`src/rtl/psb_pkg.sv`:
```
package psb_pkg;
  // Action a fill performs on one entry.
  typedef enum logic [1:0] {
    ENT_KEEP  = 2'd0,
    ENT_MERGE = 2'd1,
    ENT_ALLOC = 2'd2,
    ENT_DROP  = 2'd3
  } ent_act_e;
endpackage

```
`src/rtl/psb_entry.sv`:
```
module psb_entry
  import psb_pkg::*;
#(
  parameter int TAG_W  = 16,
  parameter int REG_W  = 16,
  parameter int ATTR_W = 4,
  parameter int SUB_W  = 4
) (
  input  logic              clk,
  input  logic              rst_n,
  input  logic              inv_all,
  input  logic [TAG_W-1:0]  lk_tag,
  input  logic [SUB_W-1:0]  lk_slot,
  input  logic [TAG_W-1:0]  fl_tag,
  input  logic [SUB_W-1:0]  fl_slot,
  input  logic [REG_W-1:0]  fl_region,
  input  logic [ATTR_W-1:0] fl_attr,
  input  ent_act_e          act,
  output logic              lk_hit,
  output logic [REG_W-1:0]  lk_region,
  output logic [ATTR_W-1:0] lk_attr,
  output logic              fl_tag_hit,
  output logic              fl_can_merge
);
  localparam int SLOTS = 1 << SUB_W;

  logic [TAG_W-1:0]  tag_q,    tag_d;
  logic [REG_W-1:0]  region_q, region_d;
  logic [ATTR_W-1:0] attr_q,   attr_d;
  logic [SLOTS-1:0]  vld_q,    vld_d;
  logic              meta_en, vld_en;
  logic [SLOTS-1:0]  fl_onehot;
  logic              any_vld;

  assign any_vld      = |vld_q;
  assign fl_onehot    = SLOTS'(1) << fl_slot;
  assign lk_hit       = (tag_q == lk_tag) && vld_q[lk_slot];
  assign lk_region    = region_q;
  assign lk_attr      = attr_q;
  assign fl_tag_hit   = any_vld && (tag_q == fl_tag);
  assign fl_can_merge = fl_tag_hit && (region_q == fl_region) && (attr_q == fl_attr);

  always_comb begin
    tag_d    = tag_q;
    region_d = region_q;
    attr_d   = attr_q;
    vld_d    = vld_q;
    meta_en  = 1'b0;
    vld_en   = 1'b0;
    if (inv_all) begin
      vld_d  = '0;
      vld_en = 1'b1;
    end else begin
      unique case (act)
        ENT_ALLOC: begin
          tag_d    = fl_tag;
          region_d = fl_region;
          attr_d   = fl_attr;
          vld_d    = fl_onehot;
          meta_en  = 1'b1;
          vld_en   = 1'b1;
        end
        ENT_MERGE: begin
          vld_d  = vld_q | fl_onehot;
          vld_en = 1'b1;
        end
        ENT_DROP: begin
          vld_d  = vld_q & ~fl_onehot;
          vld_en = 1'b1;
        end
        default: ;
      endcase
    end
  end

  always_ff @(posedge clk or negedge rst_n) begin
    if (!rst_n) begin
      tag_q    <= '0;
      region_q <= '0;
      attr_q   <= '0;
    end else if (meta_en) begin
      tag_q    <= tag_d;
      region_q <= region_d;
      attr_q   <= attr_d;
    end
  end

  always_ff @(posedge clk or negedge rst_n) begin
    if (!rst_n)      vld_q <= '0;
    else if (vld_en) vld_q <= vld_d;
  end

  // a merge leaves the shared physical region and attributes untouched
  assert_merge_keeps_meta_R5: assert property (@(posedge clk) disable iff (!rst_n)
    (act == ENT_MERGE && !inv_all) |=> ($stable(region_q) && $stable(attr_q)));

  // a freshly allocated entry holds exactly one page
  assert_alloc_single_page_R7: assert property (@(posedge clk) disable iff (!rst_n)
    (act == ENT_ALLOC && !inv_all) |=> ($countones(vld_q) == 1));
endmodule

```
`src/rtl/psb_victim.sv`:
```
module psb_victim #(
  parameter int N_ENT = 8,
  parameter int PTR_W = $clog2(N_ENT)
) (
  input  logic             clk,
  input  logic             rst_n,
  input  logic             inv_all,
  input  logic             alloc,
  output logic [PTR_W-1:0] ptr
);
  logic [PTR_W-1:0] ptr_q, ptr_d;
  logic             ptr_en;

  always_comb begin
    ptr_en = inv_all || alloc;
    if (inv_all)                          ptr_d = '0;
    else if (ptr_q == PTR_W'(N_ENT - 1))  ptr_d = '0;
    else                                  ptr_d = ptr_q + PTR_W'(1);
  end

  always_ff @(posedge clk or negedge rst_n) begin
    if (!rst_n)      ptr_q <= '0;
    else if (ptr_en) ptr_q <= ptr_d;
  end

  assign ptr = ptr_q;

  // the pointer only moves on an allocation or an invalidate
  assert_ptr_hold_R6: assert property (@(posedge clk) disable iff (!rst_n)
    (!alloc && !inv_all) |=> $stable(ptr_q));
endmodule

```
`src/rtl/psb_fill_ctl.sv`:
```
module psb_fill_ctl
  import psb_pkg::*;
#(
  parameter int N_ENT = 8,
  parameter int PTR_W = $clog2(N_ENT)
) (
  input  logic             fill_ok,
  input  logic [N_ENT-1:0] tag_hit,
  input  logic [N_ENT-1:0] can_merge,
  input  logic [PTR_W-1:0] victim,
  output ent_act_e         act [N_ENT],
  output logic             alloc
);
  logic [N_ENT-1:0] merge_sel;
  logic             any_merge;

  // Lowest-index merge candidate (at most one exists in practice).
  always_comb begin
    merge_sel = '0;
    for (int i = N_ENT - 1; i >= 0; i--) begin
      if (can_merge[i]) merge_sel = N_ENT'(1) << i;
    end
  end

  assign any_merge = |can_merge;
  assign alloc     = fill_ok && !any_merge;

  for (genvar g = 0; g < N_ENT; g++) begin : g_act
    always_comb begin
      act[g] = ENT_KEEP;
      if (fill_ok) begin
        if (alloc && victim == PTR_W'(g)) act[g] = ENT_ALLOC;
        else if (merge_sel[g])            act[g] = ENT_MERGE;
        else if (tag_hit[g])              act[g] = ENT_DROP;
      end
    end
  end
endmodule

```
`src/rtl/psb_tlb.sv`:
```
module psb_tlb
  import psb_pkg::*;
#(
  parameter int N_ENT  = 8,
  parameter int VPN_W  = 20,
  parameter int PPN_W  = 20,
  parameter int ATTR_W = 4,
  parameter int SUB_W  = 4
) (
  input  logic              clk,
  input  logic              rst_n,
  input  logic              inv_all,
  input  logic              lk_req,
  input  logic [VPN_W-1:0]  lk_vpn,
  input  logic              fill_req,
  input  logic [VPN_W-1:0]  fill_vpn,
  input  logic [PPN_W-1:0]  fill_ppn,
  input  logic [ATTR_W-1:0] fill_attr,
  output logic              rsp_valid,
  output logic              rsp_hit,
  output logic [PPN_W-1:0]  rsp_ppn,
  output logic [ATTR_W-1:0] rsp_attr
);
  localparam int TAG_W = VPN_W - SUB_W;
  localparam int REG_W = PPN_W - SUB_W;
  localparam int PTR_W = $clog2(N_ENT);

  logic [N_ENT-1:0]  hit_vec, tag_hit_vec, merge_vec;
  logic [REG_W-1:0]  ent_region [N_ENT];
  logic [ATTR_W-1:0] ent_attr   [N_ENT];
  ent_act_e          act        [N_ENT];
  logic [PTR_W-1:0]  victim;
  logic              alloc, fill_ok;

  assign fill_ok = fill_req && !inv_all &&
                   (fill_ppn[SUB_W-1:0] == fill_vpn[SUB_W-1:0]);

  for (genvar g = 0; g < N_ENT; g++) begin : g_ent
    psb_entry #(
      .TAG_W(TAG_W), .REG_W(REG_W), .ATTR_W(ATTR_W), .SUB_W(SUB_W)
    ) u_ent (
      .clk          (clk),
      .rst_n        (rst_n),
      .inv_all      (inv_all),
      .lk_tag       (lk_vpn[VPN_W-1:SUB_W]),
      .lk_slot      (lk_vpn[SUB_W-1:0]),
      .fl_tag       (fill_vpn[VPN_W-1:SUB_W]),
      .fl_slot      (fill_vpn[SUB_W-1:0]),
      .fl_region    (fill_ppn[PPN_W-1:SUB_W]),
      .fl_attr      (fill_attr),
      .act          (act[g]),
      .lk_hit       (hit_vec[g]),
      .lk_region    (ent_region[g]),
      .lk_attr      (ent_attr[g]),
      .fl_tag_hit   (tag_hit_vec[g]),
      .fl_can_merge (merge_vec[g])
    );
  end

  psb_fill_ctl #(.N_ENT(N_ENT), .PTR_W(PTR_W)) u_ctl (
    .fill_ok   (fill_ok),
    .tag_hit   (tag_hit_vec),
    .can_merge (merge_vec),
    .victim    (victim),
    .act       (act),
    .alloc     (alloc)
  );

  psb_victim #(.N_ENT(N_ENT), .PTR_W(PTR_W)) u_vic (
    .clk     (clk),
    .rst_n   (rst_n),
    .inv_all (inv_all),
    .alloc   (alloc),
    .ptr     (victim)
  );

  // Lookup result selection (AND-OR over one-hot hits).
  logic              sel_hit;
  logic [REG_W-1:0]  sel_region;
  logic [ATTR_W-1:0] sel_attr;

  always_comb begin
    sel_region = '0;
    sel_attr   = '0;
    for (int i = 0; i < N_ENT; i++) begin
      sel_region = sel_region | (ent_region[i] & {REG_W{hit_vec[i]}});
      sel_attr   = sel_attr   | (ent_attr[i]   & {ATTR_W{hit_vec[i]}});
    end
    sel_hit = |hit_vec;
  end

  logic              rv_q, rh_q, rh_d;
  logic [PPN_W-1:0]  rp_q, rp_d;
  logic [ATTR_W-1:0] ra_q, ra_d;
  logic              rsp_en;

  always_comb begin
    rsp_en = lk_req || rv_q;
    rh_d   = lk_req && sel_hit;
    rp_d   = rh_d ? {sel_region, lk_vpn[SUB_W-1:0]} : '0;
    ra_d   = rh_d ? sel_attr : '0;
  end

  always_ff @(posedge clk or negedge rst_n) begin
    if (!rst_n) rv_q <= 1'b0;
    else        rv_q <= lk_req;
  end

  always_ff @(posedge clk or negedge rst_n) begin
    if (!rst_n) begin
      rh_q <= 1'b0;
      rp_q <= '0;
      ra_q <= '0;
    end else if (rsp_en) begin
      rh_q <= rh_d;
      rp_q <= rp_d;
      ra_q <= ra_d;
    end
  end

  assign rsp_valid = rv_q;
  assign rsp_hit   = rh_q;
  assign rsp_ppn   = rp_q;
  assign rsp_attr  = ra_q;

  // a page is present in at most one entry
  assert_single_copy_R8: assert property (@(posedge clk) disable iff (!rst_n)
    $onehot0(hit_vec));

  // a hit is only reported alongside a valid response
  assert_hit_needs_valid_R2: assert property (@(posedge clk) disable iff (!rst_n)
    rsp_hit |-> rsp_valid);

  // right after an invalidate, a lookup cannot hit
  assert_inv_then_miss_R1: assert property (@(posedge clk) disable iff (!rst_n)
    (inv_all ##1 lk_req) |=> !rsp_hit);

  // a misaligned fill never allocates
  assert_misaligned_no_alloc_R12: assert property (@(posedge clk) disable iff (!rst_n)
    (fill_req && fill_ppn[SUB_W-1:0] != fill_vpn[SUB_W-1:0]) |-> !alloc);
endmodule

```
`config.mk`:
```
export PLATFORM = sky130hd
export DESIGN_NAME = psb_tlb
export DESIGN_NICKNAME = d
export VERILOG_FILES = /design/src/rtl/psb_pkg.sv /design/src/rtl/psb_entry.sv /design/src/rtl/psb_victim.sv /design/src/rtl/psb_fill_ctl.sv /design/src/rtl/psb_tlb.sv
export SDC_FILE = /design/constraint.sdc
export NUM_CORES = 1
export LEC_CHECK = 0
export BUFFER_PORTS_ARGS = -buffer_cell sky130_fd_sc_hd__buf_4
export CORE_UTILIZATION = 32
export CTS_BUF_LIST = sky130_fd_sc_hd__clkbuf_16
export DETAILED_ROUTE_END_ITERATION = 6
export PLACE_DENSITY = 0.53
export SYNTH_ARGS = -nofsm -noshare
export SYNTH_HDL_FRONTEND = slang
export SYNTH_SLANG_ARGS = --single-unit
```
`constraint.sdc`:
```
create_clock -name clk -period 2.75 [get_ports clk]
set_clock_uncertainty 0.05 [all_clocks]
set_input_delay 0.55 -clock clk [delete_from_list [all_inputs] [get_ports clk]]
set_output_delay 0.55 -clock clk [all_outputs]
set_load 0.03 [all_outputs]
```
Yosys cells after proc, flatten, opt, wreduce, memory -nomap -nowiden
Index checks and enable logic that the tools add are counted.
{"block": "word_totals", "output_inout_bits": 26, "elab_cells": 351, "input_bits": 69, "regBits": 445}
{"block": "op_classes", "mux": 108, "magnitude_cmp": 1, "eq_ne": 64, "n_bitwise": 48, "reduce_logical": 91, "n_addsub": 1, "n_shift": 1}
{"operator": "16-bit == test", "count": 24}
{"operator": "16-bit one-hot mux with 3 select lines", "count": 8}
{"operator": "16-bit AND", "count": 16}
{"operator": "16-bit bitwise OR", "count": 15}
{"operator": "16-bit two-way mux", "count": 8}
{"operator": "16-bit OR reduction", "count": 8}
{"operator": "2-bit two-way mux", "count": 32}
{"operator": "8-bit two-way mux", "count": 8}
{"operator": "1-bit logical AND", "count": 44}
{"operator": "1-bit two-way mux", "count": 40}
{"operator": "4-bit == test", "count": 9}
{"operator": "4-bit AND", "count": 8}
{"operator": "1-bit binary-select mux with 4-bit select", "count": 8}
{"operator": "2-bit == test, second input constant", "count": 16}
{"operator": "4-bit nonzero test", "count": 8}
{"operator": "4-bit bitwise OR", "count": 7}
{"operator": "3-bit AND reduction", "count": 8}
{"operator": "3-bit OR reduction", "count": 8}
{"operator": "20-bit two-way mux", "count": 1}
{"operator": "2-bit by 1-bit == test with 1-bit output, second input constant", "count": 8}
{"operator": "16-bit NOT", "count": 1}
{"operator": "2-bit AND reduction", "count": 8}
{"operator": "8-bit OR reduction", "count": 2}
{"operator": "1-bit by 4-bit left shift with 16-bit output, first input constant", "count": 1}
{"operator": "other kinds (11)", "count": 18}

Logic depth before layout (Yosys ltp)
{"block": "depth", "word_depth": 20, "mapped_depth": 13, "mapped_depth_nobuf": 8}

By module
From an unflattened synthesis, not the netlist that was laid out.
{"block": "hier_totals", "hier_cells": 2533, "hier_area_um2": 26843.2}
{"module": "psb_entry", "cells_per_inst": 285, "seq_area_each_um2": 1301.2, "n_inst": 8, "area_per_inst_um2": 3070.4}
{"module": "psb_tlb", "cells_per_inst": 181, "seq_area_each_um2": 650.6, "n_inst": 1, "area_per_inst_um2": 1775.5}
{"module": "psb_fill_ctl", "cells_per_inst": 60, "seq_area_each_um2": 0.0, "n_inst": 1, "area_per_inst_um2": 352.8}
{"module": "psb_victim", "cells_per_inst": 12, "seq_area_each_um2": 75.1, "n_inst": 1, "area_per_inst_um2": 151.4}

Worst setup path before layout
OpenSTA, ideal clock, no wires.
{"block": "synth_timing", "path_type": "input-to-reg", "start": "input port lk_vpn[0]", "end": "register rp_q[10], in the netlist rsp_ppn[10]", "path_slack_ps": -580, "t_arrival_ps": 3162, "stages": 10, "t_required_ps": 2582, "path_cell_list": "clkbuf_1 -> clkbuf_1 -> mux4_2 -> mux4_2 -> and4_4 -> or4_4 -> o21ai_4 -> buf_6 -> a31oi_1 -> a21o_1"}
{"block": "synth_via", "elab_chain_len": 12}
{"element": "start: declaration", "line_no": "psb_tlb.sv:14", "text": "input logic [VPN_W-1:0] lk_vpn,"}
{"element": "1-bit binary-select mux with 4-bit select", "line_no": "psb_entry.sv:37", "text": "assign lk_hit = (tag_q == lk_tag) && vld_q[lk_slot];"}
{"element": "1-bit two-way mux (implied by the code)", "line_no": "psb_entry.sv:37"}
{"element": "1-bit logical AND", "line_no": "psb_entry.sv:37"}
{"element": "16-bit AND", "line_no": "psb_tlb.sv:86", "text": "sel_region = sel_region | (ent_region[i] & {REG_W{hit_vec[i]}});"}
{"element": "16-bit bitwise OR (7 in a row)", "line_no": "psb_tlb.sv:86"}
{"element": "20-bit two-way mux (*)", "line_no": "psb_tlb.sv:100", "text": "rp_d = rh_d ? {sel_region, lk_vpn[SUB_W-1:0]} : '0;"}
{"element": "end signal: assignment", "line_no": "psb_tlb.sv:116", "text": "rp_q <= rp_d;"}
{"element": "end: declaration", "line_no": "psb_tlb.sv:93", "text": "logic [PPN_W-1:0] rp_q, rp_d;"}
Mark *: on every way between the ends. The rest lies on a longest branch, timed or not. The select of a mux whose other input is x is not followed.
A chain may end at the register's enable or synchronous reset.

Final worst setup path
{"block": "layout_timing", "start": "register g_ent[5].u_ent.vld_q[5]", "end": "register rp_q[18], in the netlist rsp_ppn[18]"}
{"block": "layout_via", "elab_chain_len": 8}
{"element": "start: declaration", "line_no": "psb_entry.sv:30", "text": "logic [SLOTS-1:0] vld_q, vld_d;"}
{"element": "start signal: assignment", "line_no": "psb_entry.sv:90", "text": "else if (vld_en) vld_q <= vld_d;"}
{"element": "1-bit binary-select mux with 4-bit select (*)", "line_no": "psb_entry.sv:37"}
{"element": "1-bit two-way mux (implied by the code) (*)", "line_no": "psb_entry.sv:37"}
{"element": "1-bit logical AND (*)", "line_no": "psb_entry.sv:37"}
{"element": "16-bit AND", "line_no": "psb_tlb.sv:86"}
{"element": "16-bit bitwise OR (3 in a row)", "line_no": "psb_tlb.sv:86"}
{"element": "20-bit two-way mux (*)", "line_no": "psb_tlb.sv:100"}
Marks and branches as above.

==> metrics.md <==
| Metric | Value |
|---|---|
| Status | finished, violations left |
| Violated checks | design-rule violations, negative setup slack |
| Final slew viol count | 0 |
| Total gr overflow | 0 |
| Crit-path max FO | 5 |
| Asr flop ratio synth | 100.0% |
| Die Wd | 288.4 um |
| Initial Utilization | 32.49% |
| First-pass GRT wire length | 159,200 um |
| H-tree levels | 2 |
| Final hold vios | 0 |
| Pre-CTS setup slack | -0.8915 ns |
| Library cells used by synthesis | 65 |
| Worst setup SP type | flop |
| Largest net degree at the start of global routing | 75 |
| Mean post-synth cell area | 10.48 um2 |
| Clock power frac | 44.3% |
| Clk_lat worst skew | 0.65 ns |
| Synth warn | 0 |
| Register share of total power | 42.5% |
| CP Data Required Time | 3.20 ns |
| DP HPWL | 71,600 um |
| Number of enable flip-flop cells after synthesis | 0 |
| Worst setup EP type | flop |
| NetSw | 4.480 mW |
| Vias | 23,490 |
| I/O pin count | 95 |
| Final worst setup slack | -0.4051 ns |
| Leakage | 17.79 nW |
| Core footprint | 80,810 um2 |
| Final worst-path cycle share | 114.7% |
| Mapped Nets | 2,579 |
| Clock slew at reported path FFs | 0.06 ns |
| # DRC | 7 |
| Critical path arrival | 3.61 ns |
| Antenna cell count | 0 |
| Drt wl/cell | 25.31 um |
| Max-slew headroom at the worst pin | 42.76% |
| Routability Congestion | 0.8941 |
| Cts bufs inserted | 55 |
| Gr usage total | 25.39% |
| Nets | 3,184 |
| Worst-margin pin slew | 0.8586 ns |
| Routed WL | 106,700 um |
| Filler cells | 7,339 |
| Netlist Area Pre-Place | 26,250 um2 |
| Tot Pwr | 16.25 mW |
| Clock Tree Buf Depth | 3 |
| Maximum operating frequency | 316.9 MHz |
| Setup CP Type | flop to flop |
| Sw Ratio | 27.58% |
| Int Pwr | 11.77 mW |
| CTS sink count | 445 |
| Routed vias/inst | 5.573 |
| Starting DRT DRC Count | 2,343 |
| Die area | 83,190 um2 |
| Area of the multi-input gates | 15,530 um2 |
| ANT nets after route | 0 |
| Hold WS | 0.06527 ns |
| Combinational power share | 13.2% |
| Setup TNS | -95.84 ns |
| TritonRoute pass-1 iters | 7 |
| Crit path time final | 3.155 ns |
| Root buffer selected by CTS | clkbuf_16 |
| RSZ-0062 raised after global routing | true |
| Post-synthesis sequential area ratio | 42.42% |
| CTS tree | yes |
| HP Class | input pin to flop |
| Reg area | 11,140 um2 |
| Number of global-route vias before repair | 24,240 |
| Synth-to-layout area growth | 41.62% |
| PwrDens | 437.0 nW/um2 |
| Main synth FF type | dfrtp_1 |
| Cells after Synth | 2,504 |
| Endpoints failing setup | 439 |
| FP Rows | 104 |
| Initial antenna violation count | 4 |
| Layout cells sized above 1 | 40.95% |
| Die Y | 288.4 um |
| #FFs+latches synth | 445 |
| Max VDD drop | 0.5190 mV |
| MaxCap Viol Count | 0 |
| Buffers on Ports | 94 |
critical path, cell delays in order (launching register included):
cell       delay [ns]
dfrtp_1          0.40
buf_4            0.16
mux4_2           0.44
mux4_2           0.52
and4_1           0.24
or4_4            0.55
o21ai_4          0.18
buf_12           0.14
clkbuf_16        0.15
a31oi_1          0.04
a21o_1           0.16
area by class of cell:
type	count	share of cell area (%)
inverters	17	0.1716
flip-flops and latches	445	29.95
well taps	1060	3.567
clock buffers	55	3.702
repair buffers	785	19.83
clock inverters	48	1.010
multi-input cells	1805	41.77
timing repair:
action / in CTS / in global routing
gates cloned: 16 / 2
setup endpoints to repair: 444 / 444
resized for setup: 143 / 78
buffers inserted: 36 / 4
pin swaps: 54 / 23
hold endpoints to repair: 37 / 0
hold buffers: 1 / 0
through the flow:
stage | utilization (%) | std cells | cell area, um2
floorplan | - | 2504 | 27640
global placement | 41.77 | 4059 | 33750
detailed placement | 41.77 | 4059 | 33750
CTS | 45.62 | 4211 | 36870
global route | 46.01 | 4215 | 37180
finish | 46.01 | 4215 | 37180
metal layers:
metal  vias up  wire length, um  global-route usage (%)
met5         -                0                       0
met4         0             4134                   9.180
met1     12020            46010                   34.53
met2       965            49240                   40.68
li1      10300                -                       -
met3       215             7302                   4.028
power groups by stage:
stage | clock network, mW | registers, mW | logic (mW)
6_report | 7.20 | 6.90 | 2.14
5_1_grt | 7.57 | 6.92 | 2.29
4_1_cts | 7.30 | 6.90 | 2.12
3_5_place_dp | 0 | 7.01 | 2.06
3_3_place_gp | 0 | 7.00 | 2.04
2_1_floorplan | 0 | 7.00 | 1.01
registers in the layout (all words and copies together) (netlist names):
name / flops
g_ent.u_ent.lk_region: 128
g_ent.u_ent.tag_q: 128
g_ent.u_ent.vld_q: 128
g_ent.u_ent.lk_attr: 32
rsp_ppn: 20
rsp_attr: 4
u_vic.ptr: 3
rsp_hit: 1
rsp_valid: 1
cell usage in the layout, fill, tap and decap left out, types with 24 or more instances in the layout:
cell and count:
inv_1 24, mux2_2 51, o211ai_1 35, nand2_1 160, clkbuf_16 57, a22oi_1 41
mux4_2 40, nor4_1 66, o21ai_0 64, mux2_4 206, nor2_1 108, a21oi_1 65
nand3_1 44, xnor2_1 197, buf_12 86, o21ai_1 44, a31oi_1 30, dfrtp_1 445
buf_4 661, xor2_1 219, nand4_1 69
path summary, 6_finish.rpt:
| check | startpoint | to | slack [ns] | cells past startpoint |
|---|---|---|---|---|
| worst max-delay path | g_ent[5].u_ent.vld_q[5] | rsp_ppn[18] | -0.41 | 10 |
| worst min-delay path | lk_req | rsp_valid | 0.07 | 1 |
| worst max register to register | g_ent[5].u_ent.vld_q[5] | rsp_ppn[18] | -0.41 | 10 |
| worst min register to register | rsp_ppn[16] | rsp_ppn[16] | 0.43 | 1 |
| max in group asynchronous | rst_n | g_ent[3].u_ent.lk_region[13] | 1.36 | 3 |
| min in group asynchronous | rst_n | g_ent[2].u_ent.tag_q[12] | 0.41 | 2 |
cells in the mapped netlist (35+ instances only):
master    count  area share, %
mux4_2       40            3.4
nand3_1      50           0.95
a22oi_1      41            1.2
nand4_1      69            1.6
clkbuf_1    111            1.6
xor2_1      220            7.3
o21ai_0     127            2.4
o211ai_1     35            1.0
buf_2       114            2.2
nor2_1      118            1.7
xnor2_1     197            6.6
dfrtp_1     445             42
nor4_1       95            2.3
a21oi_1      72            1.4
nand2_1     165            2.4
mux2_2      257             11
logic make-up (layout without fill, tap and decap cells):
logic type                 count (synthesis)  count (layout)  synth area share (%)
DFF                                      445             445                 42.42
xor gates and xnor gates                 417             417                 13.91
adders and majority gates                  6               6                0.2860
and+or+nand+nor                          619             621                 12.64
buffers and inverters                    256             905                 4.361
AOI/OAI and AO/OA                        459             459                 11.73
muxes                                    302             302                 14.65
(Power assumes the default switching activity.)
